`config.mk`:
```
export PLATFORM = sky130hd
export DESIGN_NAME = dma2_top
export DESIGN_NICKNAME = d
export VERILOG_FILES = /design/src/rtl/dma2_pkg.sv /design/src/rtl/dma2_chan.sv /design/src/rtl/dma2_arb.sv /design/src/rtl/dma2_eng.sv /design/src/rtl/dma2_top.sv
export SDC_FILE = /design/constraint.sdc
export NUM_CORES = 1
export LEC_CHECK = 0
export ABC_AREA = 1
export BUFFER_PORTS_ARGS = -buffer_cell sky130_fd_sc_hd__buf_2
export CORE_MARGIN = 2
export CORE_UTILIZATION = 37
export CTS_CLUSTER_SIZE = 24
export DETAILED_ROUTE_END_ITERATION = 7
export RECOVER_POWER = 100
export SYNTH_ARGS = -nofsm -noshare
export SYNTH_HDL_FRONTEND = slang
export SYNTH_SLANG_ARGS = --single-unit
```
`constraint.sdc`:
```
create_clock -name clk -period 3.1 [get_ports clk]
set_clock_uncertainty 0.15 [all_clocks]
set_input_delay 0.31 -clock clk [delete_from_list [all_inputs] [get_ports clk]]
set_output_delay 0.31 -clock clk [all_outputs]
set_load 0.01 [all_outputs]
```
`src/rtl/dma2_pkg.sv`:
```
package dma2_pkg;

    typedef enum logic [1:0] {
        ENG_IDLE = 2'd0,
        ENG_REQ  = 2'd1,
        ENG_RD   = 2'd2,
        ENG_WR   = 2'd3
    } eng_state_e;

    typedef enum logic [2:0] {
        REG_SRC    = 3'd0,
        REG_DST    = 3'd1,
        REG_CNT    = 3'd2,
        REG_MODE   = 3'd3,
        REG_CTRL   = 3'd4,
        REG_GLOBAL = 3'd5
    } reg_sel_e;

    // mode register bit positions
    localparam int MB_BURST = 2;
    localparam int MB_SHOLD = 3;
    localparam int MB_DHOLD = 4;
    localparam int MB_IEN   = 5;
    localparam int MB_EXT   = 6;
    localparam int MODE_W   = 7;

    // control register bit positions
    localparam int CB_START   = 0;
    localparam int CB_CLR_ERR = 1;
    localparam int CB_CLR_DON = 2;

    // address low bits that must be zero for a given size code
    function automatic logic misaligned(input logic [1:0] lo, input logic [1:0] sz);
        unique case (sz)
            2'd0:    return 1'b0;
            2'd1:    return lo[0];
            default: return lo != 2'b00;
        endcase
    endfunction

    function automatic logic [31:0] lane_mask(input logic [1:0] sz);
        unique case (sz)
            2'd0:    return 32'h0000_00FF;
            2'd1:    return 32'h0000_FFFF;
            default: return 32'hFFFF_FFFF;
        endcase
    endfunction

endpackage

```
`src/rtl/dma2_chan.sv`:
```
module dma2_chan
    import dma2_pkg::*;
#(
    parameter int ADDR_W = 32,
    parameter int CNT_W  = 16,
    parameter int DATA_W = 32
) (
    input  logic              clk,
    input  logic              rst_n,
    input  logic              cfg_hit,
    input  logic [2:0]        cfg_sel,
    input  logic [DATA_W-1:0] cfg_wdata,
    input  logic              dreq,
    input  logic              unit_done,
    output logic              active,
    output logic [ADDR_W-1:0] cur_src,
    output logic [ADDR_W-1:0] cur_dst,
    output logic [1:0]        size,
    output logic              burst,
    output logic              last,
    output logic              irq,
    output logic              err_flag
);

    logic [ADDR_W-1:0] src_q, dst_q, step;
    logic [CNT_W-1:0]  cnt_q, rem_q;
    logic [MODE_W-1:0] mode_q;
    logic              active_q, done_q, err_q, dreq_q;
    logic              cfg_open, sw_start, ext_start, start, bad, clr_err, clr_done;

    // configuration is only accepted while no run is in flight
    always_comb begin
        cfg_open  = cfg_hit && !active_q;
        sw_start  = cfg_hit && (cfg_sel == REG_CTRL) && cfg_wdata[CB_START];
        clr_err   = cfg_hit && (cfg_sel == REG_CTRL) && cfg_wdata[CB_CLR_ERR];
        clr_done  = cfg_hit && (cfg_sel == REG_CTRL) && cfg_wdata[CB_CLR_DON];
        ext_start = mode_q[MB_EXT] && dreq && !dreq_q;
        start     = (sw_start || ext_start) && !active_q && !err_q;
        bad       = (mode_q[1:0] == 2'd3)
                  || misaligned(src_q[1:0], mode_q[1:0])
                  || misaligned(dst_q[1:0], mode_q[1:0]);
        step      = ADDR_W'(1) << mode_q[1:0];
    end

    always_ff @(posedge clk or negedge rst_n) begin
        if (!rst_n) begin
            src_q    <= '0;
            dst_q    <= '0;
            cnt_q    <= '0;
            rem_q    <= '0;
            mode_q   <= '0;
            cur_src  <= '0;
            cur_dst  <= '0;
            active_q <= 1'b0;
            done_q   <= 1'b0;
            err_q    <= 1'b0;
            dreq_q   <= 1'b0;
        end else begin
            dreq_q <= dreq;
            if (cfg_open && cfg_sel == REG_SRC)  src_q  <= ADDR_W'(cfg_wdata);
            if (cfg_open && cfg_sel == REG_DST)  dst_q  <= ADDR_W'(cfg_wdata);
            if (cfg_open && cfg_sel == REG_CNT)  cnt_q  <= CNT_W'(cfg_wdata);
            if (cfg_open && cfg_sel == REG_MODE) mode_q <= cfg_wdata[MODE_W-1:0];
            if (clr_err)  err_q  <= 1'b0;
            if (clr_done) done_q <= 1'b0;
            if (start) begin
                if (bad) begin
                    err_q <= 1'b1;
                end else begin
                    active_q <= 1'b1;
                    cur_src  <= src_q;
                    cur_dst  <= dst_q;
                    rem_q    <= cnt_q;
                end
            end else if (active_q && unit_done) begin
                if (rem_q == '0) begin
                    active_q <= 1'b0;
                    done_q   <= 1'b1;
                end else begin
                    rem_q <= rem_q - 1'b1;
                    if (!mode_q[MB_SHOLD]) cur_src <= cur_src + step;
                    if (!mode_q[MB_DHOLD]) cur_dst <= cur_dst + step;
                end
            end
        end
    end

    always_comb begin
        active   = active_q;
        size     = mode_q[1:0];
        burst    = mode_q[MB_BURST];
        last     = (rem_q == '0);
        err_flag = err_q;
        irq      = (done_q || err_q) && mode_q[MB_IEN];
    end


    count_end_chk: assert property (@(posedge clk) disable iff (!rst_n)
        (active_q && unit_done && rem_q == '0) |=> (!active_q && done_q));


    err_stop_chk: assert property (@(posedge clk) disable iff (!rst_n)
        (err_q && $past(err_q)) |-> !$rose(active_q));


    irq_cause_chk: assert property (@(posedge clk) disable iff (!rst_n)
        $rose(irq) |-> (done_q || err_q));

endmodule

```
`src/rtl/dma2_arb.sv`:
```
module dma2_arb #(
    parameter int NCH = 2
) (
    input  logic           clk,
    input  logic           rst_n,
    input  logic [NCH-1:0] req,
    input  logic           rr_mode,
    input  logic           take,
    output logic           pick
);

    logic last_q;

    always_comb begin
        if (req == 2'b11) pick = rr_mode ? ~last_q : 1'b0;
        else              pick = req[1] & ~req[0];
    end

    always_ff @(posedge clk or negedge rst_n) begin
        if (!rst_n)    last_q <= 1'b1;
        else if (take) last_q <= pick;
    end


    fixed_win_chk: assert property (@(posedge clk) disable iff (!rst_n)
        (take && !rr_mode && req[0]) |-> (pick == 1'b0));


    rr_rotate_chk: assert property (@(posedge clk) disable iff (!rst_n)
        (take && rr_mode && req == 2'b11) |-> (pick != last_q));


    grant_valid_chk: assert property (@(posedge clk) disable iff (!rst_n)
        take |-> req[pick]);

endmodule

```
`src/rtl/dma2_eng.sv`:
```
module dma2_eng
    import dma2_pkg::*;
#(
    parameter int NCH    = 2,
    parameter int ADDR_W = 32,
    parameter int DATA_W = 32
) (
    input  logic                       clk,
    input  logic                       rst_n,
    input  logic [NCH-1:0]             ch_req,
    input  logic                       pick,
    input  logic [NCH-1:0][ADDR_W-1:0] ch_src,
    input  logic [NCH-1:0][ADDR_W-1:0] ch_dst,
    input  logic [NCH-1:0][1:0]        ch_size,
    input  logic [NCH-1:0]             ch_burst,
    input  logic [NCH-1:0]             ch_last,
    input  logic                       bus_gnt,
    input  logic [DATA_W-1:0]          mem_rdata,
    output logic                       take,
    output logic [NCH-1:0]             unit_done,
    output logic                       bus_req,
    output logic [ADDR_W-1:0]          mem_addr,
    output logic                       mem_re,
    output logic                       mem_we,
    output logic [1:0]                 mem_size,
    output logic [DATA_W-1:0]          mem_wdata
);

    eng_state_e        state;
    logic              sel_q;
    logic [DATA_W-1:0] data_q;

    // state register
    always_ff @(posedge clk or negedge rst_n) begin
        if (!rst_n) begin
            state  <= ENG_IDLE;
            sel_q  <= 1'b0;
            data_q <= '0;
        end else begin
            unique case (state)
                ENG_IDLE: if (|ch_req) begin
                    state <= ENG_REQ;
                    sel_q <= pick;
                end
                ENG_REQ: if (bus_gnt) state <= ENG_RD;
                ENG_RD: begin
                    state  <= ENG_WR;
                    data_q <= mem_rdata & DATA_W'(lane_mask(ch_size[sel_q]));
                end
                ENG_WR: state <= (ch_burst[sel_q] && !ch_last[sel_q]) ? ENG_RD : ENG_IDLE;
                default: state <= ENG_IDLE;
            endcase
        end
    end

    // outputs
    always_comb begin
        take      = 1'b0;
        unit_done = '0;
        bus_req   = 1'b0;
        mem_re    = 1'b0;
        mem_we    = 1'b0;
        mem_addr  = ch_dst[sel_q];
        mem_size  = ch_size[sel_q];
        mem_wdata = data_q;
        unique case (state)
            ENG_IDLE: take = |ch_req;
            ENG_REQ:  bus_req = 1'b1;
            ENG_RD: begin
                bus_req  = 1'b1;
                mem_re   = 1'b1;
                mem_addr = ch_src[sel_q];
            end
            ENG_WR: begin
                bus_req          = 1'b1;
                mem_we           = 1'b1;
                unit_done[sel_q] = 1'b1;
            end
            default: ;
        endcase
    end


    strobe_excl_chk: assert property (@(posedge clk) disable iff (!rst_n)
        $onehot0({mem_re, mem_we}));


    strobe_bus_chk: assert property (@(posedge clk) disable iff (!rst_n)
        (mem_re || mem_we) |-> (bus_req && bus_gnt));


    read_then_write_chk: assert property (@(posedge clk) disable iff (!rst_n)
        mem_re |=> mem_we);


    burst_hold_chk: assert property (@(posedge clk) disable iff (!rst_n)
        (mem_we && ch_burst[sel_q] && !ch_last[sel_q]) |=> bus_req);


    steal_release_chk: assert property (@(posedge clk) disable iff (!rst_n)
        (mem_we && !ch_burst[sel_q]) |=> !bus_req);

endmodule

```
`src/rtl/dma2_top.sv`:
```
module dma2_top
    import dma2_pkg::*;
#(
    parameter int ADDR_W = 32,
    parameter int CNT_W  = 16,
    parameter int DATA_W = 32
) (
    input  logic              clk,
    input  logic              rst_n,
    input  logic              cfg_we,
    input  logic              cfg_ch,
    input  logic [2:0]        cfg_sel,
    input  logic [DATA_W-1:0] cfg_wdata,
    input  logic [1:0]        dreq,
    input  logic              bus_gnt,
    input  logic [DATA_W-1:0] mem_rdata,
    output logic              bus_req,
    output logic [ADDR_W-1:0] mem_addr,
    output logic              mem_re,
    output logic              mem_we,
    output logic [1:0]        mem_size,
    output logic [DATA_W-1:0] mem_wdata,
    output logic [1:0]        irq,
    output logic [1:0]        err_flag,
    output logic [1:0]        busy
);

    localparam int NCH = 2;

    logic                       rr_q, pick, take;
    logic [NCH-1:0]             act, unit_done, burst_v, last_v;
    logic [NCH-1:0][ADDR_W-1:0] src_v, dst_v;
    logic [NCH-1:0][1:0]        size_v;

    always_ff @(posedge clk or negedge rst_n) begin
        if (!rst_n) rr_q <= 1'b0;
        else if (cfg_we && cfg_sel == REG_GLOBAL) rr_q <= cfg_wdata[0];
    end

    for (genvar gi = 0; gi < NCH; gi++) begin : g_ch
        logic hit;
        assign hit = cfg_we && (cfg_ch == 1'(gi)) && (cfg_sel != REG_GLOBAL);
        dma2_chan #(.ADDR_W(ADDR_W), .CNT_W(CNT_W), .DATA_W(DATA_W)) u_chan (
            .clk       (clk),
            .rst_n     (rst_n),
            .cfg_hit   (hit),
            .cfg_sel   (cfg_sel),
            .cfg_wdata (cfg_wdata),
            .dreq      (dreq[gi]),
            .unit_done (unit_done[gi]),
            .active    (act[gi]),
            .cur_src   (src_v[gi]),
            .cur_dst   (dst_v[gi]),
            .size      (size_v[gi]),
            .burst     (burst_v[gi]),
            .last      (last_v[gi]),
            .irq       (irq[gi]),
            .err_flag  (err_flag[gi])
        );
    end

    dma2_arb #(.NCH(NCH)) u_arb (
        .clk     (clk),
        .rst_n   (rst_n),
        .req     (act),
        .rr_mode (rr_q),
        .take    (take),
        .pick    (pick)
    );

    dma2_eng #(.NCH(NCH), .ADDR_W(ADDR_W), .DATA_W(DATA_W)) u_eng (
        .clk       (clk),
        .rst_n     (rst_n),
        .ch_req    (act),
        .pick      (pick),
        .ch_src    (src_v),
        .ch_dst    (dst_v),
        .ch_size   (size_v),
        .ch_burst  (burst_v),
        .ch_last   (last_v),
        .bus_gnt   (bus_gnt),
        .mem_rdata (mem_rdata),
        .take      (take),
        .unit_done (unit_done),
        .bus_req   (bus_req),
        .mem_addr  (mem_addr),
        .mem_re    (mem_re),
        .mem_we    (mem_we),
        .mem_size  (mem_size),
        .mem_wdata (mem_wdata)
    );

    assign busy = act;

endmodule

```
==> flow_metrics.py <==
metrics = {
    "route": {
        "drt-total-wl_mm": 79.68,
        "first_pass_iters": 5,
        "drt_iter0_drc": 2396,
        "final_antenna_net_count": 0,
        "drc": 0,
        "dr_total_vias": 21480,
        "vias_per_cell": 5.267,
        "wl_per_cell_um": 19.53,
    },
    "synthesis": {
        "synth_compound_area_share_pct": 12.71,
        "avgSynthCellArea_um2": 7.183,
        "synth_mux_area_share_pct": 2.691,
        "synth-simple-area-share_pct": 30.11,
        "synthXorXnorAreaFrac_pct": 1.106,
        "yosysSeqAreaShare_pct": 42.77,
        "synth_cell_type_count": 49,
        "ys_warn_count": 0,
        "netlist_instances": 3088,
        "synth_seq_cells": 379,
        "syn_area_mm2": 0.02218,
        "synth_top_family_by_area": "simple AND/OR/NAND/NOR gates",
        "syn-num-nets": 3177,
        "synthAdderAreaFrac_pct": 0.8462,
    },
    "sta": {
        "slew-limit-headroom_pct": -33.15,
        "period_needed_ns": 3.009,
        "final.period_utilization_pct": 97.06,
        "worstMarginPinSlew_ns": 1.997,
        "hold_viol": 0,
        "rsz0062_at_grt": "false",
        "drv_slew": 82,
        "max_freq_mhz": 332.3,
        "setup_viol": 0,
        "fin_tns_setup_ns": 0,
    },
    "setup_path": {
        "crit_slowest_cell": "dfrtp_1",
        "crit_path_end": "mem_addr[5]",
        "r2r_cells": 5,
        "cp.arrival_ns": 2.55,
        "cp-startpoint": "u_eng.state[0]",
        "r2r_start": "g_ch[0].u_chan.active",
        "critPathMaxFanout": 65,
        "end_kind": "output pin",
        "r2r_slack_ns": 0.17,
        "crit_chain": "nor2_1, buf_12, o21ai_0, a21oi_1, a21oi_1, clkbuf_2",
        "crit_type": "flip-flop to output pin",
        "crit_top_cell": "a21oi_1",
        "start_kind": "flip-flop",
        "r2r_end": "g_ch[0].u_chan.src_q[31]",
        "worstPathRequired_ns": 2.64,
        "max_stage_delay_ns": 0.44,
    },
    "placement": {
        "routabilityCongestion": 0.9768,
        "portBuffers": 148,
        "dpl.hpwl_mm": 57.52,
        "dpl-instance-area_mm2": 0.02381,
    },
    "clock_network": {
        "clockBufferDepth": 3,
        "clkLatencyLatePin_ns": 0.59,
        "clk_pin_slew_ns": 0.06,
        "clock_sink_count": 379,
        "post_cts_resized": 0,
        "root_buffer": "clkbuf_16",
        "cts_buffers": 47,
        "htree_levels": 2,
        "cts_tree": "done",
    },
    "hold_path": {
        "holdPathStages": 3,
        "hold_class": "input port to flip-flop",
    },
    "cells_and_area": {
        "area_growth_pct": 16.84,
        "nNetsFinal": 3357,
        "postLayoutCellArea_mm2": 0.02591,
        "layout-drive-gt1-share_pct": 9.861,
        "antenna_cells": 0,
    },
    "pwr": {
        "peakVddDrop_mv": 0.6280,
        "power.leakage_nw": 12.96,
        "powerDensity_mw_per_mm2": 774.0,
    },
    "global_route": {
        "grt_overflow": 0,
        "grt_pass1_wl_mm": 123.9,
        "grt_max_degree": 94,
        "antenna_found_initial": 5,
        "grt_pass1_vias": 20580,
        "grt_util_all_layers_pct": 25.62,
    },
    "status": {
        "violations": "max-capacitance violations, max-slew violations",
        "status": "finished with violations",
    },
    "job": {
        "maxCapViolCount": 2,
    },
    "die": {
        "dieArea_mm2": 0.06192,
        "io_pins": 149,
        "die_w_um": 248.8,
        "fp.dieH_um": 248.8,
        "coreArea_mm2": 0.05913,
        "start_util_pct": 37.51,
        "fp-row-count": 89,
    },
}
[how the worst min path moves through the flow]
stage                       start                  endpoint  slack (ns)
global placement            rst_n        u_eng.mem_wdata[0]        0.18
CTS                 cfg_wdata[15]  g_ch[0].u_chan.cnt_q[15]       0.001
finish               cfg_wdata[5]   g_ch[0].u_chan.cnt_q[5]        0.04
floorplan                   rst_n     g_ch[0].u_chan.active       -0.14
detailed placement          rst_n        u_eng.mem_wdata[0]        0.18
global route        cfg_wdata[15]  g_ch[0].u_chan.cnt_q[15]        0.04
[critical path: cells and delay by family (launching register included)]
kind / cells / cell delay (ns)
AOI/OAI and AO/OA: 3 / 0.81
buffers and inverters: 2 / 0.47
DFF: 1 / 0.44
and+or+nand+nor: 1 / 0.21
[synth_stat cells, drive strengths merged]
library cell / instances / area (µm²)
nand3: 280 / 1426
xnor2: 7 / 61.31
nand4: 68 / 425.4
a21boi: 1 / 7.510
dfrtp: 378 / 9459
clkinv: 4 / 15.01
inv: 381 / 1435
buf: 78 / 493.0
nor3: 55 / 285.3
o211ai: 14 / 105.1
or2: 3 / 18.77
clkbuf: 60 / 225.2
a21oi: 143 / 715.7
mux2: 53 / 596.8
and3: 4 / 25.02
dfstp: 1 / 26.28
o21ai: 348 / 1757
a22oi: 1 / 7.510
nor4: 9 / 75.08
o21bai: 9 / 105.1
ha: 15 / 187.7
nor3b: 3 / 27.52
nor2: 169 / 661.9
nand3b: 13 / 97.59
xor2: 21 / 183.9
o221ai: 1 / 8.760
nand2b: 1 / 6.260
o22ai: 9 / 56.30
nand2: 950 / 3628
a31oi: 9 / 56.30
[flip-flops by register name, summed over array words and instances (netlist names)]
signal and flops:
g_ch.u_chan.cur_dst 64, g_ch.u_chan.cur_src 64, g_ch.u_chan.dst_q 64, g_ch.u_chan.src_q 64
g_ch.u_chan.cnt_q 32, g_ch.u_chan.rem_q 32, u_eng.mem_wdata 32, g_ch.u_chan.mode_q 14
g_ch.u_chan.active 2, g_ch.u_chan.done_q 2, g_ch.u_chan.dreq_q 2, g_ch.u_chan.err_flag 2
u_eng.state 2, rr_q 1, u_arb.last_q 1, u_eng.sel_q 1
[kinds of logic after synthesis]
| kind of cell | after synthesis |
|---|---|
| muxes | 53 |
| xor gates and xnor gates | 28 |
| adders and majority gates | 15 |
| DFF | 379 |
| AOI/OAI and AO/OA | 535 |
| buffers and inverters | 523 |
| and+or+nand+nor | 1555 |
[per-layer routing]
metal	vias to the layer above	global-route usage [%]	wire length, µm	share of wire, %
li1	10370	-	-	-
met5	-	0	28	0.035
met1	10170	36.31	36110	45
met3	139	4.232	5647	7.1
met2	804	39.64	35290	44
met4	4	8.658	2607	3.3
[layout make-up]
type                    instances  area (µm²)
inverters                     385        1450
fillers                      6152       33220
well taps                     773       967.2
repair buffers                269        1813
clock inverters                22       314.1
multi-input cells            2186       10520
clock buffers                  65        1366
flip-flops and latches        379        9487
[metrics by stage]
step                      utilization (%)  hold WS [ns]  power (mW)  instances  worst slack, ns
after floorplan                         -       -0.1356       11.39       3088           0.9573
after global placement              40.27        0.1784       14.09       3926           0.5365
after detailed placement            40.27        0.1779       14.14       3926           0.4938
after CTS                           44.23      0.001384       20.28       4079           0.1012
after global routing                43.83       0.04355       21.37       4079         0.008963
final                               43.83       0.03667       20.06       4079          0.09103
[power breakdown]
group          switching [mW]  internal (mW)  leakage (nW)  total [mW]
sequential               1.09           6.18          4.40        7.27
clock                    2.32           3.67         0.820        6.00
combinational            4.64           2.14          7.74        6.78
[timing repair]
action,in CTS,in global routing
buffers inserted,0,0
hold buffers,66,0
setup endpoints to repair,0,0
hold endpoints to repair,198,0
[cell usage in the layout (no fill, tap or decap), drive strengths merged, types with 14 or more instances in the layout]
cell type and count:
dlygate4sd3 66, clkbuf 151, o211ai 14, inv 383, dfrtp 378, xor2 21
o21ai 348, nor3 55, nand2 950, buf 117, nand4 68, nor2 169
nand3 280, mux2 53, a21oi 143, ha 15
Power figures use the tool's default switching activity.
